<file path="config.mk">
export PLATFORM = sky130hd
export DESIGN_NAME = ext_irq_cond
export DESIGN_NICKNAME = d
export VERILOG_FILES = /design/src/rtl/ext_irq_pkg.sv /design/src/rtl/ext_irq_sync.sv /design/src/rtl/ext_irq_chan.sv /design/src/rtl/ext_irq_cond.sv
export SDC_FILE = /design/constraint.sdc
export NUM_CORES = 1
export LEC_CHECK = 0
export BUFFER_PORTS_ARGS = -buffer_cell sky130_fd_sc_hd__buf_4
export CAP_MARGIN = 40
export CORE_AREA = 2 2 39 41
export CTS_CLUSTER_SIZE = 12
export DETAILED_ROUTE_END_ITERATION = 8
export DIE_AREA = 0 0 41 43
export GPL_TIMING_DRIVEN = 0
export PLACE_DENSITY_LB_ADDON = 0.15
export SLEW_MARGIN = 10
export SYNTH_ARGS = -nofsm -noshare
export SYNTH_HDL_FRONTEND = slang
export SYNTH_SLANG_ARGS = --single-unit
</file>
<file path="constraint.sdc">
create_clock -name clk -period 1.3 [get_ports clk]
set_clock_uncertainty 0.2 [all_clocks]
set_input_delay 0.065 -clock clk [delete_from_list [all_inputs] [get_ports clk]]
set_output_delay 0.065 -clock clk [all_outputs]
set_load 0.02 [all_outputs]
</file>
<file path="src/rtl/ext_irq_pkg.sv">
package ext_irq_pkg;
  typedef enum logic {
    TRIG_LEVEL = 1'b0,
    TRIG_FALL  = 1'b1
  } trig_mode_e;

  function automatic int mode_bit(input int pin);
    return 2 * pin;
  endfunction

  function automatic int flag_bit(input int pin);
    return 2 * pin + 1;
  endfunction
endpackage

</file>
<file path="src/rtl/ext_irq_sync.sv">
module ext_irq_sync #(
  parameter int WIDTH  = 2,
  parameter int STAGES = 2
) (
  input  logic             clk,
  input  logic             rst,
  input  logic [WIDTH-1:0] d_async,
  output logic [WIDTH-1:0] q_sync
);
  logic [WIDTH-1:0] stage_q [STAGES];

  always_ff @(posedge clk) begin
    if (rst) stage_q[0] <= '1;
    else     stage_q[0] <= d_async;
  end

  for (genvar s = 1; s < STAGES; s++) begin : g_stage
    always_ff @(posedge clk) begin
      if (rst) stage_q[s] <= '1;
      else     stage_q[s] <= stage_q[s-1];
    end
  end

  assign q_sync = stage_q[STAGES-1];
endmodule

</file>
<file path="src/rtl/ext_irq_chan.sv">
module ext_irq_chan
  import ext_irq_pkg::*;
(
  input  logic clk,
  input  logic rst,
  input  logic pin_s,
  input  logic stb,
  input  logic we,
  input  logic wr_mode,
  input  logic wr_flag,
  input  logic vclr,
  output logic mode_q,
  output logic flag_q,
  output logic req_q
);
  logic samp_q;
  logic samp_d, mode_d, flag_d;
  logic edge_hit;

  assign edge_hit = stb && (mode_q == TRIG_FALL) && samp_q && !pin_s;

  always_comb begin
    samp_d = stb ? pin_s : samp_q;
    mode_d = we ? wr_mode : mode_q;
    if (edge_hit)                         flag_d = 1'b1;
    else if (we)                          flag_d = wr_flag;
    else if (mode_q == TRIG_FALL && vclr) flag_d = 1'b0;
    else                                  flag_d = flag_q;
  end

  always_ff @(posedge clk) begin
    if (rst) begin
      samp_q <= 1'b1;
      mode_q <= TRIG_LEVEL;
      flag_q <= 1'b0;
      req_q  <= 1'b0;
    end else begin
      samp_q <= samp_d;
      mode_q <= mode_d;
      flag_q <= flag_d;
      req_q  <= (mode_d == TRIG_FALL) ? flag_d : !samp_d;
    end
  end

  assert_edge_sets_R4: assert property (@(posedge clk) disable iff (rst)
    (stb && mode_q && samp_q && !pin_s) |=> flag_q);

  assert_vec_clear_R6: assert property (@(posedge clk) disable iff (rst)
    (mode_q && vclr && !we && !(stb && samp_q && !pin_s)) |=> !flag_q);

  assert_sample_only_on_stb_R3: assert property (@(posedge clk) disable iff (rst)
    !stb |=> $stable(samp_q));

  assert_level_flag_hold_R8: assert property (@(posedge clk) disable iff (rst)
    (!mode_q && !we) |=> $stable(flag_q));
endmodule

</file>
<file path="src/rtl/ext_irq_cond.sv">
module ext_irq_cond
  import ext_irq_pkg::*;
#(
  parameter int NUM_PINS    = 2,
  parameter int SYNC_STAGES = 2,
  localparam int REG_W      = 2 * NUM_PINS
) (
  input  logic                clk,
  input  logic                rst,
  input  logic [NUM_PINS-1:0] irq_pin_n,
  input  logic                sample_stb,
  input  logic                reg_we,
  input  logic [REG_W-1:0]    reg_wdata,
  input  logic [NUM_PINS-1:0] vec_clr,
  output logic [NUM_PINS-1:0] irq_req,
  output logic [REG_W-1:0]    reg_rdata
);
  logic [NUM_PINS-1:0] pin_s;

  ext_irq_sync #(.WIDTH(NUM_PINS), .STAGES(SYNC_STAGES)) i_sync (
    .clk     (clk),
    .rst     (rst),
    .d_async (irq_pin_n),
    .q_sync  (pin_s)
  );

  for (genvar p = 0; p < NUM_PINS; p++) begin : g_pin
    ext_irq_chan i_chan (
      .clk     (clk),
      .rst     (rst),
      .pin_s   (pin_s[p]),
      .stb     (sample_stb),
      .we      (reg_we),
      .wr_mode (reg_wdata[mode_bit(p)]),
      .wr_flag (reg_wdata[flag_bit(p)]),
      .vclr    (vec_clr[p]),
      .mode_q  (reg_rdata[mode_bit(p)]),
      .flag_q  (reg_rdata[flag_bit(p)]),
      .req_q   (irq_req[p])
    );
  end

  assert_reset_clears_R1: assert property (@(posedge clk)
    rst |=> (irq_req == '0 && reg_rdata == '0));
endmodule

</file>
==> reports/results.txt <==
The type of the setup path with the least slack is in -> reg. The stage delay of the slowest cell on the critical path is 0.53 ns. After clock tree synthesis, the clock-pin slew on the worst setup and hold paths is 0.07 ns. For this run, design rule violations remaining after detail routing come to 0. The tool flagged a number of max-cap violations equal to 0. Routability-driven placement finished with a final weighted congestion of 0.6456. After legalization and detailed placement, the total HPWL measured 575.9 um.

At the worst endpoint, the arrival time is 1.17 ns. The element type at the critical path start was an input port. Dividing the detail-routed via count by the number of cells gives 4.286.

Yosys mapped a number of flops with a built-in enable equal to 0. The warning count from the yosys run is 0, and the number of top-level pins is 18. The tools report the initial core utilization as 34.72%. For this block, the via count after detailed routing is 390.

The routed design could run at a clock period as short as 1.213 ns. First-pass iteration count of the detailed router: 2. The initial DRC count is 2. The clock passes through at most 2 buffers. Once layout is done, the placed cells without fillers occupy 773.2 um^2. The run gives 0.0006999 V as the peak supply drop. The detailed-route wire length per cell is 9.824 um.

Excluding fillers, the count of instances in the completed layout stands at 91. From left edge to right edge, the die measures 41 um. The run gives 1.26 ns as the critical path data required time.

In this run the cell area of the synthesized design comes to 480.5 um^2. The post-route worst hold slack is 0.07172 ns. The placed instances occupy a cell area of 620.6 um^2. Class of the most critical hold timing path: in -> reg. The library cell with the largest summed area after synthesis was dfxtp_1.

Sorting the synthesized cells by how often they occur yields dfxtp_1 (12), buf_4 (6), or2_2 (4). The first global-routing pass estimated 1.442 mm of wire. At the pin with the least slew margin, the transition time is 0.2937 ns.

For the CTS H-tree depth, the log shows 1. The tools report the final global-route overflow total as 0. For the sequential-to-total area share from yosys stat, the log shows 50.00%. In this run the tool buffered the top-level ports with 16 buffer cells.

The setup TNS was 0 ns. The worst slew slack as a fraction of its limit is 80.30%, and the CTS sink count is 12. The number of endpoints with negative hold slack in the final report was 0; the synthesized instance count was 46.

The tools report the total leakage power as 0.3619 nW. The final layout contains routed wiring with a total length of 894 um. The proportion of layout cells with a drive suffix above 1 works out to 48.00%. Once detail routing completed, the nets flagged for antenna violations numbered 0.

Yosys attributes the largest share of cell area to dfxtp_1 (50%), buf_4 (9.4%), or2_2 (5.2%). For the initial antenna violation count, the log shows 0. The fraction of synthesized cell area taken by the top area cell type was 50.00%. The run gives 0 as the max-slew violation count. In this run the mean area of a mapped cell was 10.44 um^2. The share of the clock period used by the worst path came out at 93.35%. Among the stages of the critical path, the cell type that occurs most often is nand2_1.

The flow ran to the end, and the final reports show no timing, DRC or antenna violations. In the final design database the tool counted 88 nets. In the final layout, the multi-input gates occupy 191.4 um^2. Counting tap cells, the placed design contains a total of 78 instances. After synthesis the netlist holds a flip-flop and latch count of 12. The netlist uses 18 different library cells.

The largest driver fanout on the critical path is 2, and the post-synthesis net count is 58. Insertion delay of the later-clocked pin in the worst-skew pair: 0.26 ns. The share of synthesized flip-flops with an asynchronous set or reset came out at 0%. The run gives 11 as the pin count of the biggest net entering global routing. In this run the clock root is driven by a clkbuf_4. The vertical extent of the die is 43 um. The number of antenna diodes in the final layout is 0. Walking the worst path, the cells encountered are dlygate4sd3_1, buf_4, nand2_1, nand2_1, o32a_1. The slowest library cell on the worst path was dlygate4sd3_1.

The initialized floorplan defines 14 standard-cell rows. Timing would allow up to 0.8241 GHz. The tools report the setup fix buffers added after clock tree synthesis as 0.

The tools report the endpoint kind of the worst setup timing path as a flop. The most repeated cell in the gate-level netlist after synthesis was dfxtp_1. The run gives 375 as the number of global-route vias before repair. The floorplan step defined a die boundary enclosing 1763 um^2.

TritonCTS built the clock tree. Fill cells in the final layout number 129. In the final layout, flip-flops and latches occupy 240.2 um^2. Setup repair after global routing left no endpoint under its margin. The area added between synthesis and finish came out at 60.94%. Counting the buffers created by CTS gives 3. The core area is 1384 um^2.

The top flip-flop cell by instance count after synthesis was dfxtp_1. The total routing resource utilization after global routing was 12.90%. The number of setup violations in the final report was 0; the cell area power density was 1101 nW/um^2.
-- state kept, by name, summed over array words and instances (netlist names) --
name	cells
g_pin.i_chan.samp_q	2
i_sync.stage_q	4
g_pin.i_chan.req_q	2
g_pin.i_chan.flag_q	2
g_pin.i_chan.mode_q	2
-- final timing paths --
| check | from | end | slack, ns | depth (start not counted) |
|---|---|---|---|---|
| setup / recovery | reg_wdata[1] | g_pin[0].i_chan.req_q$_SDFF_PP0_ | 0.09 | 5 |
| setup reg to reg | g_pin[1].i_chan.mode_q$_SDFF_PP0_ | g_pin[1].i_chan.req_q$_SDFF_PP0_ | 0.09 | 3 |
| hold reg to reg | i_sync.stage_q[0][1]$_SDFF_PP1_ | i_sync.stage_q[1][1]$_SDFF_PP1_ | 0.21 | 1 |
| hold / removal | sample_stb | g_pin[0].i_chan.samp_q$_SDFF_PP1_ | 0.07 | 3 |
-- cell usage in the layout, fill, tap and decap left out --
| master | netlist | routed |
|---|---|---|
| o32a_1 | 1 | 1 |
| or2_2 | 4 | 4 |
| a211oi_1 | 2 | 1 |
| dlymetal6s4s_1 | 0 | 2 |
| dlygate4sd3_1 | 0 | 8 |
| a211o_1 | 1 | 1 |
| buf_4 | 6 | 21 |
| buf_6 | 1 | 1 |
| dfxtp_1 | 12 | 12 |
| or2_1 | 1 | 1 |
| a21bo_2 | 1 | 1 |
| a2bb2oi_2 | 0 | 1 |
| a211oi_2 | 0 | 1 |
| inv_1 | 3 | 3 |
| nor2_1 | 1 | 1 |
| clkbuf_8 | 0 | 1 |
| nor2b_1 | 3 | 3 |
| nand2_1 | 3 | 3 |
| o211ai_1 | 1 | 1 |
| o21ba_2 | 1 | 1 |
| clkbuf_4 | 0 | 3 |
| mux2i_2 | 0 | 2 |
| nand4b_1 | 2 | 2 |
-- timing repair --
item                       in CTS  in global routing
setup endpoints to repair       0                  2
resized for setup               0                  6
hold endpoints to repair       12                  0
hold buffers                   10                  0
-- where the power goes --
| part | internal, mW | switching [mW] | total [mW] |
|---|---|---|---|
| logic | 0.102 | 0.0602 | 0.162 |
| registers | 0.390 | 0.0103 | 0.400 |
| clock network | 0.170 | 0.119 | 0.289 |
-- worst max-delay path: cells and delay by family --
family	cells	cell delay [ns]
buf+inv	2	0.66
compound gates	1	0.32
simple gates	2	0.12
-- kinds of logic after synthesis --
logic type,share of synthesized area (%)
and+or+nand+nor,17.19
buffers and inverters,14.06
DFF,50.00
AOI/OAI and AO/OA,14.58
muxes,4.167
-- per-stage QoR --
step                power [mW]  worst slack [ns]  utilization (%)
global placement        0.5377            0.1027            44.85
floorplan               0.4838            0.2073                -
detailed placement      0.5383            0.1171            44.85
finish                  0.8511           0.08651            55.88
global route            0.9023          0.006422            55.88
CTS                     0.8556           0.01946            54.70
-- layer usage --
layer | global-route usage [%] | share of wire (%) | vias up
li1 | - | - | 212
met1 | 13.03 | 45 | 165
met2 | 20.00 | 49 | 11
met3 | 6.283 | 4.7 | 2
met4 | 8.000 | 0.89 | 0
met5 | 0 | 0 | -
-- final cells by class --
| cell class | count | share of cell area [%] |
|---|---|---|
| Sequential cell | 12 | 31.07 |
| Tap cell | 16 | 2.589 |
| Clock buffer | 4 | 4.693 |
| Inverter | 3 | 1.456 |
| Timing Repair Buffer | 25 | 28.16 |
| Multi-Input combinational cell | 24 | 24.76 |
| Buffer | 7 | 7.282 |
Power figures use the tool's default switching activity.
